$ cat src/rtl/arb_addr_pkg.sv
package arb_addr_pkg;

   typedef enum logic [1:0] {
      PH_IDLE = 2'd0,
      PH_RUN  = 2'd1,
      PH_LOST = 2'd2,
      PH_DONE = 2'd3
   } phase_t;

endpackage

$ cat src/rtl/arb_addr_scl_edge.sv
module arb_addr_scl_edge (
   input  logic clk,
   input  logic rst_n,
   input  logic scl_i,
   output logic scl_rise,
   output logic scl_fall
);
   logic scl_q;

   always_ff @(posedge clk or negedge rst_n) begin
      if (!rst_n) scl_q <= 1'b1;
      else        scl_q <= scl_i;
   end

   assign scl_rise = scl_i & ~scl_q;
   assign scl_fall = ~scl_i & scl_q;
endmodule

$ cat src/rtl/arb_addr_switch_pt.sv
module arb_addr_switch_pt #(
   parameter int unsigned          ADDR_W     = 7,
   parameter logic [ADDR_W-1:0]    BCAST_ADDR = 7'h7E,
   parameter bit                   EARLY_PP   = 1'b1,
   localparam int unsigned         IDX_W      = $clog2(ADDR_W + 1)
) (
   input  logic [ADDR_W-1:0] hi_addr,
   output logic [IDX_W-1:0]  sw_idx,
   output logic              sw_valid
);
   logic [ADDR_W-1:0] fits;

   assign fits[0] = 1'b0;

   generate
      if (EARLY_PP) begin : g_early
         for (genvar k = 1; k < ADDR_W; k++) begin : g_k
            localparam logic [ADDR_W-1:0] LOW_MASK = ADDR_W'((1 << (ADDR_W - k)) - 1);
            localparam logic [ADDR_W-1:0] PREFIX   = BCAST_ADDR & ~LOW_MASK;
            assign fits[k] = (PREFIX > hi_addr);
         end
      end else begin : g_late
         assign fits[ADDR_W-1:1] = '0;
      end
   endgenerate

   always_comb begin
      sw_valid = 1'b0;
      sw_idx   = '0;
      for (int k = ADDR_W - 1; k >= 1; k--) begin
         if (fits[k]) begin
            sw_valid = 1'b1;
            sw_idx   = IDX_W'(k);
         end
      end
   end
endmodule

$ cat src/rtl/arb_addr_bitseq.sv
module arb_addr_bitseq
   import arb_addr_pkg::*;
#(
   parameter int unsigned  ADDR_W = 7,
   localparam int unsigned IDX_W  = $clog2(ADDR_W + 1)
) (
   input  logic              clk,
   input  logic              rst_n,
   input  logic              txn_start,
   input  logic              rstart,
   input  logic [ADDR_W-1:0] tx_addr,
   input  logic              is_bcast,
   input  logic [IDX_W-1:0]  sw_idx,
   input  logic              sw_valid,
   input  logic              scl_rise,
   input  logic              scl_fall,
   input  logic              sda_i,
   output logic              sda_o,
   output logic              sda_pp,
   output logic              arb_lost,
   output logic              arb_won
);
   localparam logic [IDX_W-1:0] LAST_IDX = IDX_W'(ADDR_W - 1);

   phase_t            phase;
   logic [IDX_W-1:0]  idx;
   logic [ADDR_W-1:0] addr_q;
   logic              contest;
   logic              bc_q;
   logic [IDX_W-1:0]  swi_q;
   logic              swv_q;
   logic [IDX_W-1:0]  idx_nxt;
   logic [IDX_W-1:0]  bit_pos;
   logic              go;

   assign idx_nxt = idx + 1'b1;
   assign bit_pos = LAST_IDX - idx;
   assign go      = txn_start || (rstart && phase != PH_LOST);

   always_ff @(posedge clk or negedge rst_n) begin
      if (!rst_n) begin
         phase    <= PH_IDLE;
         idx      <= '0;
         addr_q   <= '0;
         contest  <= 1'b0;
         bc_q     <= 1'b0;
         swi_q    <= '0;
         swv_q    <= 1'b0;
         sda_o    <= 1'b1;
         sda_pp   <= 1'b0;
         arb_lost <= 1'b0;
         arb_won  <= 1'b0;
      end else begin
         arb_lost <= 1'b0;
         arb_won  <= 1'b0;
         if (go) begin
            phase   <= PH_RUN;
            idx     <= '0;
            addr_q  <= tx_addr;
            contest <= txn_start;
            bc_q    <= is_bcast;
            swi_q   <= sw_idx;
            swv_q   <= sw_valid;
            sda_o   <= 1'b0;
            sda_pp  <= 1'b0;
         end else if (phase == PH_RUN) begin
            if (scl_fall) begin
               sda_o <= addr_q[bit_pos];
            end else if (scl_rise) begin
               if (contest && !sda_pp && sda_o && !sda_i) begin
                  arb_lost <= 1'b1;
                  phase    <= PH_LOST;
                  sda_o    <= 1'b1;
               end else if (idx == LAST_IDX) begin
                  arb_won <= 1'b1;
                  phase   <= PH_DONE;
                  sda_o   <= 1'b1;
                  sda_pp  <= 1'b0;
               end else begin
                  idx <= idx_nxt;
                  if (bc_q && swv_q && idx_nxt == swi_q) sda_pp <= 1'b1;
               end
            end
         end
      end
   end

   AST_LOST_ONE_CYCLE: assert property (@(posedge clk) disable iff (!rst_n)
      arb_lost |=> !arb_lost);
   AST_WON_ONE_CYCLE: assert property (@(posedge clk) disable iff (!rst_n)
      arb_won |=> !arb_won);
   AST_RESULT_EXCLUSIVE: assert property (@(posedge clk) disable iff (!rst_n)
      !(arb_lost && arb_won));
   AST_NO_LOSS_IN_PP: assert property (@(posedge clk) disable iff (!rst_n)
      $rose(arb_lost) |-> !$past(sda_pp));
   AST_RELEASE_AFTER_LOSS: assert property (@(posedge clk) disable iff (!rst_n)
      (phase == PH_LOST) |-> (sda_o && !sda_pp));
   AST_PP_ONLY_BCAST: assert property (@(posedge clk) disable iff (!rst_n)
      sda_pp |-> bc_q);
   AST_PP_DROP_AT_END: assert property (@(posedge clk) disable iff (!rst_n)
      $fell(sda_pp) |-> (arb_won || $past(txn_start) || $past(rstart)));
   AST_NO_LOSS_UNCONTESTED: assert property (@(posedge clk) disable iff (!rst_n)
      arb_lost |-> contest);
endmodule

$ cat src/rtl/arb_addr_phase.sv
module arb_addr_phase #(
   parameter int unsigned       ADDR_W     = 7,
   parameter logic [ADDR_W-1:0] BCAST_ADDR = 7'h7E,
   parameter bit                EARLY_PP   = 1'b1
) (
   input  logic              clk,
   input  logic              rst_n,
   input  logic              txn_start,
   input  logic              rstart,
   input  logic [ADDR_W-1:0] tx_addr,
   input  logic [ADDR_W-1:0] hi_dyn_addr,
   input  logic              scl_i,
   input  logic              sda_i,
   output logic              sda_o,
   output logic              sda_pp,
   output logic              arb_lost,
   output logic              arb_won
);
   localparam int unsigned IDX_W = $clog2(ADDR_W + 1);

   generate
      if (ADDR_W < 2) begin : g_bad_width
         $error("arb_addr_phase: ADDR_W must be at least 2");
      end
      if (BCAST_ADDR[ADDR_W-1] != 1'b1) begin : g_bad_bcast
         $error("arb_addr_phase: broadcast address must have its top bit set");
      end
   endgenerate

   logic             scl_rise;
   logic             scl_fall;
   logic [IDX_W-1:0] sw_idx;
   logic             sw_valid;
   logic             is_bcast;

   assign is_bcast = (tx_addr == BCAST_ADDR);

   arb_addr_scl_edge u_edge (
      .clk      (clk),
      .rst_n    (rst_n),
      .scl_i    (scl_i),
      .scl_rise (scl_rise),
      .scl_fall (scl_fall)
   );

   arb_addr_switch_pt #(
      .ADDR_W     (ADDR_W),
      .BCAST_ADDR (BCAST_ADDR),
      .EARLY_PP   (EARLY_PP)
   ) u_switch (
      .hi_addr  (hi_dyn_addr),
      .sw_idx   (sw_idx),
      .sw_valid (sw_valid)
   );

   arb_addr_bitseq #(
      .ADDR_W (ADDR_W)
   ) u_seq (
      .clk       (clk),
      .rst_n     (rst_n),
      .txn_start (txn_start),
      .rstart    (rstart),
      .tx_addr   (tx_addr),
      .is_bcast  (is_bcast),
      .sw_idx    (sw_idx),
      .sw_valid  (sw_valid),
      .scl_rise  (scl_rise),
      .scl_fall  (scl_fall),
      .sda_i     (sda_i),
      .sda_o     (sda_o),
      .sda_pp    (sda_pp),
      .arb_lost  (arb_lost),
      .arb_won   (arb_won)
   );
endmodule

$ cat config.mk
export PLATFORM = sky130hd
export DESIGN_NAME = arb_addr_phase
export DESIGN_NICKNAME = d
export VERILOG_FILES = /design/src/rtl/arb_addr_pkg.sv /design/src/rtl/arb_addr_scl_edge.sv /design/src/rtl/arb_addr_switch_pt.sv /design/src/rtl/arb_addr_bitseq.sv /design/src/rtl/arb_addr_phase.sv
export SDC_FILE = /design/constraint.sdc
export NUM_CORES = 1
export LEC_CHECK = 0
export ABC_AREA = 0
export CORE_ASPECT_RATIO = 1.5
export CORE_MARGIN = 2
export CORE_UTILIZATION = 44
export DETAILED_ROUTE_END_ITERATION = 8
export HOLD_SLACK_MARGIN = 0.05
export PLACE_DENSITY = 0.67
export SETUP_SLACK_MARGIN = 0.2
export SLEW_MARGIN = 30
export SYNTH_ARGS = -nofsm -noshare
export SYNTH_HDL_FRONTEND = slang
export SYNTH_SLANG_ARGS = --single-unit
$ cat constraint.sdc
create_clock -name clk -period 2.1 [get_ports clk]
set_clock_uncertainty 0.1 [all_clocks]
set_input_delay 0.21 -clock clk [delete_from_list [all_inputs] [get_ports clk]]
set_output_delay 0.21 -clock clk [all_outputs]
set_load 0.03 [all_outputs]
After elaboration in Yosys (flattened, before gate mapping)
Index checks and enable logic that the tools add are counted.
{"block": "totals", "latch_bits": 0, "mem_bits_ro": 0, "ram_bits": 0, "out_inout_bits": 4, "regBits": 23, "word_cells": 102, "memories": 0, "inputBits": 20}
{"block": "classes", "n_mul": 0, "n_reduce_logical": 19, "bitwise": 4, "muxes": 50, "order_cmp": 7, "div": 0, "shifts": 0, "eq_ne": 8, "n_addsub": 2}
{"op": "$gt 7x7->1 const A", "n": 6}
{"op": "$mux 3", "n": 12}
{"op": "$mux 1", "n": 31}
{"op": "$mux 2", "n": 6}
{"op": "$reduce_and 5->1", "n": 2}
{"op": "$reduce_bool 3->1", "n": 3}
{"op": "$eq 7x7->1 const B", "n": 1}
{"op": "$logic_and 1x1->1", "n": 6}
{"op": "$ne 2x1->1 const B", "n": 3}
{"op": "$lt 3x4->1 const B", "n": 1}
{"op": "$reduce_and 4->1", "n": 1}
{"op": "$reduce_bool 2->1", "n": 2}
{"op": "$reduce_bool 4->1", "n": 1}
{"op": "$add 3x1->3 const B", "n": 1}
{"op": "$bmux 1 s3", "n": 1}
{"op": "$eq 3x3->1", "n": 1}
{"op": "$eq 3x3->1 const B", "n": 1}
{"op": "$reduce_and 3->1", "n": 1}
{"op": "$sub 3x3->3 const A", "n": 1}
{"op": "$and 1x1->1", "n": 2}
{"op": "$eq 2x1->1 const B", "n": 1}
{"op": "$logic_not 1->1", "n": 2}
{"op": "$ne 2x2->1 const B", "n": 1}
{"op": "$not 1->1", "n": 2}
{"op": "$logic_or 1x1->1", "n": 1}

Logic depth before layout (Yosys ltp)
{"block": "logic_depth", "word_depth": 10, "depth_mapped": 7, "depth_no_buf": 6}

Modules after synthesis
A second synthesis with hierarchy kept.
{"block": "hier_totals", "hier_cells": 101, "hier_area_um2": 1174.9}
{"module": "arb_addr_bitseq", "area_each_um2": 1058.5, "cells_each": 85, "seq_area_each_um2": 551.8, "instances": 1}
{"module": "arb_addr_switch_pt", "area_each_um2": 57.6, "cells_each": 10, "seq_area_each_um2": 0.0, "instances": 1}
{"module": "arb_addr_scl_edge", "area_each_um2": 41.3, "cells_each": 3, "seq_area_each_um2": 26.3, "instances": 1}
{"module": "arb_addr_phase", "area_each_um2": 17.5, "cells_each": 3, "seq_area_each_um2": 0.0, "instances": 1}

Worst setup path after synthesis
No wires, ideal clock.
{"block": "synth_path", "path_type": "flip-flop to flip-flop", "from": "register u_seq.idx[0]", "to": "register u_seq.sda_pp", "path_stages_with_launch": 8, "setup_ns": 0.099, "setup_slack_ns": 0.493, "arrival_ns": 1.408, "synth_period_minus_slack_ns": 1.607, "cell_sequence": "dfrtp_1 buf_6 inv_1 ha_1 xnor2_1 nor3_1 a31oi_1 a311oi_1"}
{"block": "synth_between", "elab_chain_len": 7, "word_cells_on_any_way": 12, "cone_classes": "add/sub (1); eq/ne (2); mux (6); reduce/logical (3)"}
{"element": "start: declaration", "line": "arb_addr_bitseq.sv:26", "source": "logic [IDX_W-1:0] idx;"}
{"element": "start signal: assignment", "line": "arb_addr_bitseq.sv:80", "source": "idx <= idx_nxt;"}
{"element": "branches (longest 7 deep; another with $add 3x1->3)"}
{"element": "end signal: assignment", "line": "arb_addr_bitseq.sv:65", "source": "sda_pp <= 1'b0;"}
{"element": "end signal: assignment", "line": "arb_addr_bitseq.sv:78", "source": "sda_pp <= 1'b0;"}
{"element": "end signal: assignment", "line": "arb_addr_bitseq.sv:81", "source": "if (bc_q && swv_q && idx_nxt == swi_q) sda_pp <= 1'b1;"}
{"element": "end: declaration", "line": "arb_addr_bitseq.sv:19", "source": "output logic sda_pp,"}
Several ways; the timed one is not identified. The select of a mux whose other input is x is not followed.
A chain may end at the register's enable or synchronous reset.

Worst setup path in the final report
{"block": "layout_path", "from": "register u_seq.sda_o", "to": "output sda_o"}
{"element": "start: declaration", "line": "arb_addr_bitseq.sv:18", "source": "output logic sda_o,"}
{"element": "start signal: assignment", "line": "arb_addr_bitseq.sv:68", "source": "sda_o <= addr_q[bit_pos];"}
{"element": "end: declaration", "line": "arb_addr_phase.sv:14", "source": "output logic sda_o,"}
No word-level cell between the ends.

==> flow_summary.yaml <==
place:
  routabilityCongestion: 0.760
  port-buffer-count: 22
  dp.cells: 183
  dp_hpwl_um: 1850
critical_path:
  crit_required_ns: 1.79
  worstPathMaxFanout: 4
  path_delay_family: "buffers and inverters"
  crit_chain: "clkdlybuf4s50_1"
  crit_buf_inv: 1
  critical_path_arrival_ns: 1.49
  regToRegSetupSlack_ns: 0.40
  rr_startpoint: "u_edge.scl_q"
  path_class: "reg2out"
  critical-path-slowest-cell: "clkdlybuf4s50_1"
  r2r_cells: 6
  endpoint_kind: "output port"
  crit_path_start_kind: "register"
  r2r_end: "u_seq.idx[0]"
  crit_path_max_incr_delay_ns: 0.67
finish:
  final_cell_count_no_fill: 187
  antennaDiodeCount: 0
  final_nets: 176
  fillCellCount: 237
  syn2layout_area_growth_pct: 26.5
  drive_gt1_frac: 0.107
route:
  drc_errors: 0
  finalWirelength_um: 2340
  vias: 968
  ant_nets: 0
  dr.pass1.iters: 4
  wire_per_inst_um: 12.5
  vias_per_cell: 5.18
  drtIter0Drc: 31
clock_network:
  h-tree-depth: 1
  clockBufferDepth: 2
  cts_tree: "yes"
  clock_sinks: 23
  clk_latency_ns: 0.26
  cts_resized: 0
  cts_root_buf: "clkbuf_8"
  postCtsHoldBufs: 0
  postCtsSetupRepairBufs: 0
  clk_pin_slew_worst_paths_ns: 0.08
  numCtsBuffers: 3
grt:
  antenna_found_initial: 0
  track_usage: 0.171
  grt_pass1_wl_um: 3900
  grt_max_degree: 24
  grt_overflow: 0
  grt_pass1_vias: 948
sta:
  setup_tns_ns: 0
  max_freq_mhz: 555
  finalHoldViolCount: 0
  period_needed_ns: 1.80
  slew_headroom: 0.675
  rsz0062_at_grt: "false"
  maxSlewViolCount: 0
  setup_viol: 0
  period_share: 0.858
  worst_slew_pin_slew_ns: 0.487
job:
  max-cap-violations: 0
floorplanning:
  core_um2: 2620
  fp.dieW_um: 46.6
  rows: 23
  boundaryPins: 24
  fp.dieH_um: 67.8
  initial_core_util: 0.456
  dieArea_um2: 3160
synth:
  netlist_area_um2: 1190
  postSynthCellCount: 124
  yosysSeqAreaShare: 0.484
  ys_types: 33
  ys_ff_latch: 23
  synth_nets: 149
  avgSynthCellArea_um2: 9.64
  yosys_warnings: 0
power:
  powerDensity_nw_per_um2: 576
  finalPower_uw: 871
  ir_worst_vdd_uv: 332
  p_leak_nw: 0.667
status:
  status: "finished, final reports clean"
min_path:
  hold_path_class: "in2async"
how the worst max path moves through the flow:
stage,slack (ns),from,end,depth (start not counted)
floorplan,0.49,u_seq.idx[0],u_seq.sda_pp,7
global placement,0.14,scl_i,u_seq.idx[0],7
detailed placement,0.1,scl_i,u_seq.idx[0],7
CTS,0.28,u_seq.sda_o,sda_o,1
global route,0.25,u_seq.sda_o,sda_o,1
finish,0.30,u_seq.sda_o,sda_o,1
logic make-up after synthesis:
kind of cell / count (synthesis) / share of synthesized area
and+or+nand+nor: 62 / 0.247
DFF: 23 / 0.484
AOI/OAI and AO/OA: 18 / 0.110
buffers and inverters: 8 / 0.0345
xor gates and xnor gates: 5 / 0.0366
adders and majority gates: 5 / 0.0524
muxes: 3 / 0.0356
worst reg2reg max path, stage by stage, from the launching register on:
cell and delay [ns]:
dfstp_2 0.54, ha_1 0.18, and4bb_2 0.27, buf_4 0.14, nand4_1 0.12, nor2_1 0.06
a21o_2 0.18
power by group:
part,internal (mW),switching [mW]
clock,0.132,0.139
combinational,0.0666,0.0578
sequential,0.463,0.0114
total,0.662,0.208
per-stage QoR:
stage           util  hold WS (ns)  setup WS [ns]  area [um2]
2_1_floorplan      -        -0.186          0.493        1190
5_1_grt        0.577         0.226          0.253        1510
6_report       0.577         0.200          0.297        1510
3_3_place_gp   0.559         0.347          0.137        1470
3_5_place_dp   0.559         0.361         0.0977        1470
4_1_cts        0.577         0.206          0.281        1510
layout make-up:
class                           instances  area, um2  share of cell area
Inverter                                4       15.0             0.00993
Sequential cell                        23        578               0.382
Multi-Input combinational cell         93        576               0.381
Clock buffer                            3       41.3              0.0273
Timing Repair Buffer                   26        250               0.166
Tap cell                               37       46.3              0.0306
Clock inverter                          1       5.00             0.00331
sequential cells by signal, summed over array words and instances (netlist names):
name / flops
u_seq.arb_won: 1
u_seq.swi_q: 3
u_seq.bc_q: 1
u_seq.arb_lost: 1
u_seq.sda_o: 1
u_seq.swv_q: 1
u_seq.sda_pp: 1
u_seq.contest: 1
u_edge.scl_q: 1
u_seq.addr_q: 7
u_seq.phase: 2
u_seq.idx: 3
cell usage after synthesis:
cell type | count | share of area
nand4_1 | 2 | 0.010
mux2i_1 | 2 | 0.017
ha_1 | 5 | 0.052
nand3_1 | 3 | 0.013
a21oi_1 | 1 | 0.0042
a21oi_2 | 2 | 0.015
nor3_1 | 4 | 0.017
inv_1 | 4 | 0.013
a21o_2 | 1 | 0.0073
a21o_1 | 2 | 0.013
and4bb_2 | 1 | 0.010
dfrtp_1 | 21 | 0.44
nor4bb_1 | 1 | 0.0084
xnor2_1 | 4 | 0.029
o2bb2ai_1 | 2 | 0.015
o211ai_1 | 1 | 0.0063
o21ai_0 | 2 | 0.0084
xor2_1 | 1 | 0.0073
nor2_1 | 10 | 0.031
o31ai_1 | 1 | 0.0063
a22o_1 | 1 | 0.0073
nand2_1 | 32 | 0.10
dfstp_2 | 2 | 0.044
a311oi_1 | 1 | 0.0073
nand3b_1 | 3 | 0.019
buf_6 | 1 | 0.0094
and2_4 | 1 | 0.0073
a31oi_1 | 4 | 0.021
mux4_2 | 1 | 0.019
nor4_1 | 1 | 0.0052
nand4bb_1 | 1 | 0.0094
buf_2 | 3 | 0.013
nand2b_1 | 3 | 0.016
layer usage:
| layer | GRT usage | wire, um |
|---|---|---|
| met1 | 0.184 | 950 |
| met2 | 0.323 | 1280 |
| met3 | 0.0185 | 78 |
| met4 | 0.0679 | 34 |
| met5 | 0 | 0 |
cells in the final DEF (no fill, tap or decap), types with 2 or more instances in the layout:
cell             Yosys  layout
mux2i_1              2       2
clkbuf_8             0       3
nand3b_1             3       3
xnor2_1              4       4
nor3_1               4       4
a31oi_1              4       4
o21ai_0              2       2
nor2_1              10      10
o2bb2ai_1            2       2
ha_1                 5       5
nand3_1              3       3
a21o_1               2       2
dfstp_2              2       2
a21oi_2              2       2
nand2_1             32      32
clkdlybuf4s50_1      0      22
buf_4                0       4
dfrtp_1             21      21
inv_1                4       4
nand4_1              2       2
nand2b_1             3       3
Note: power is estimated with default switching activity, not from simulation.
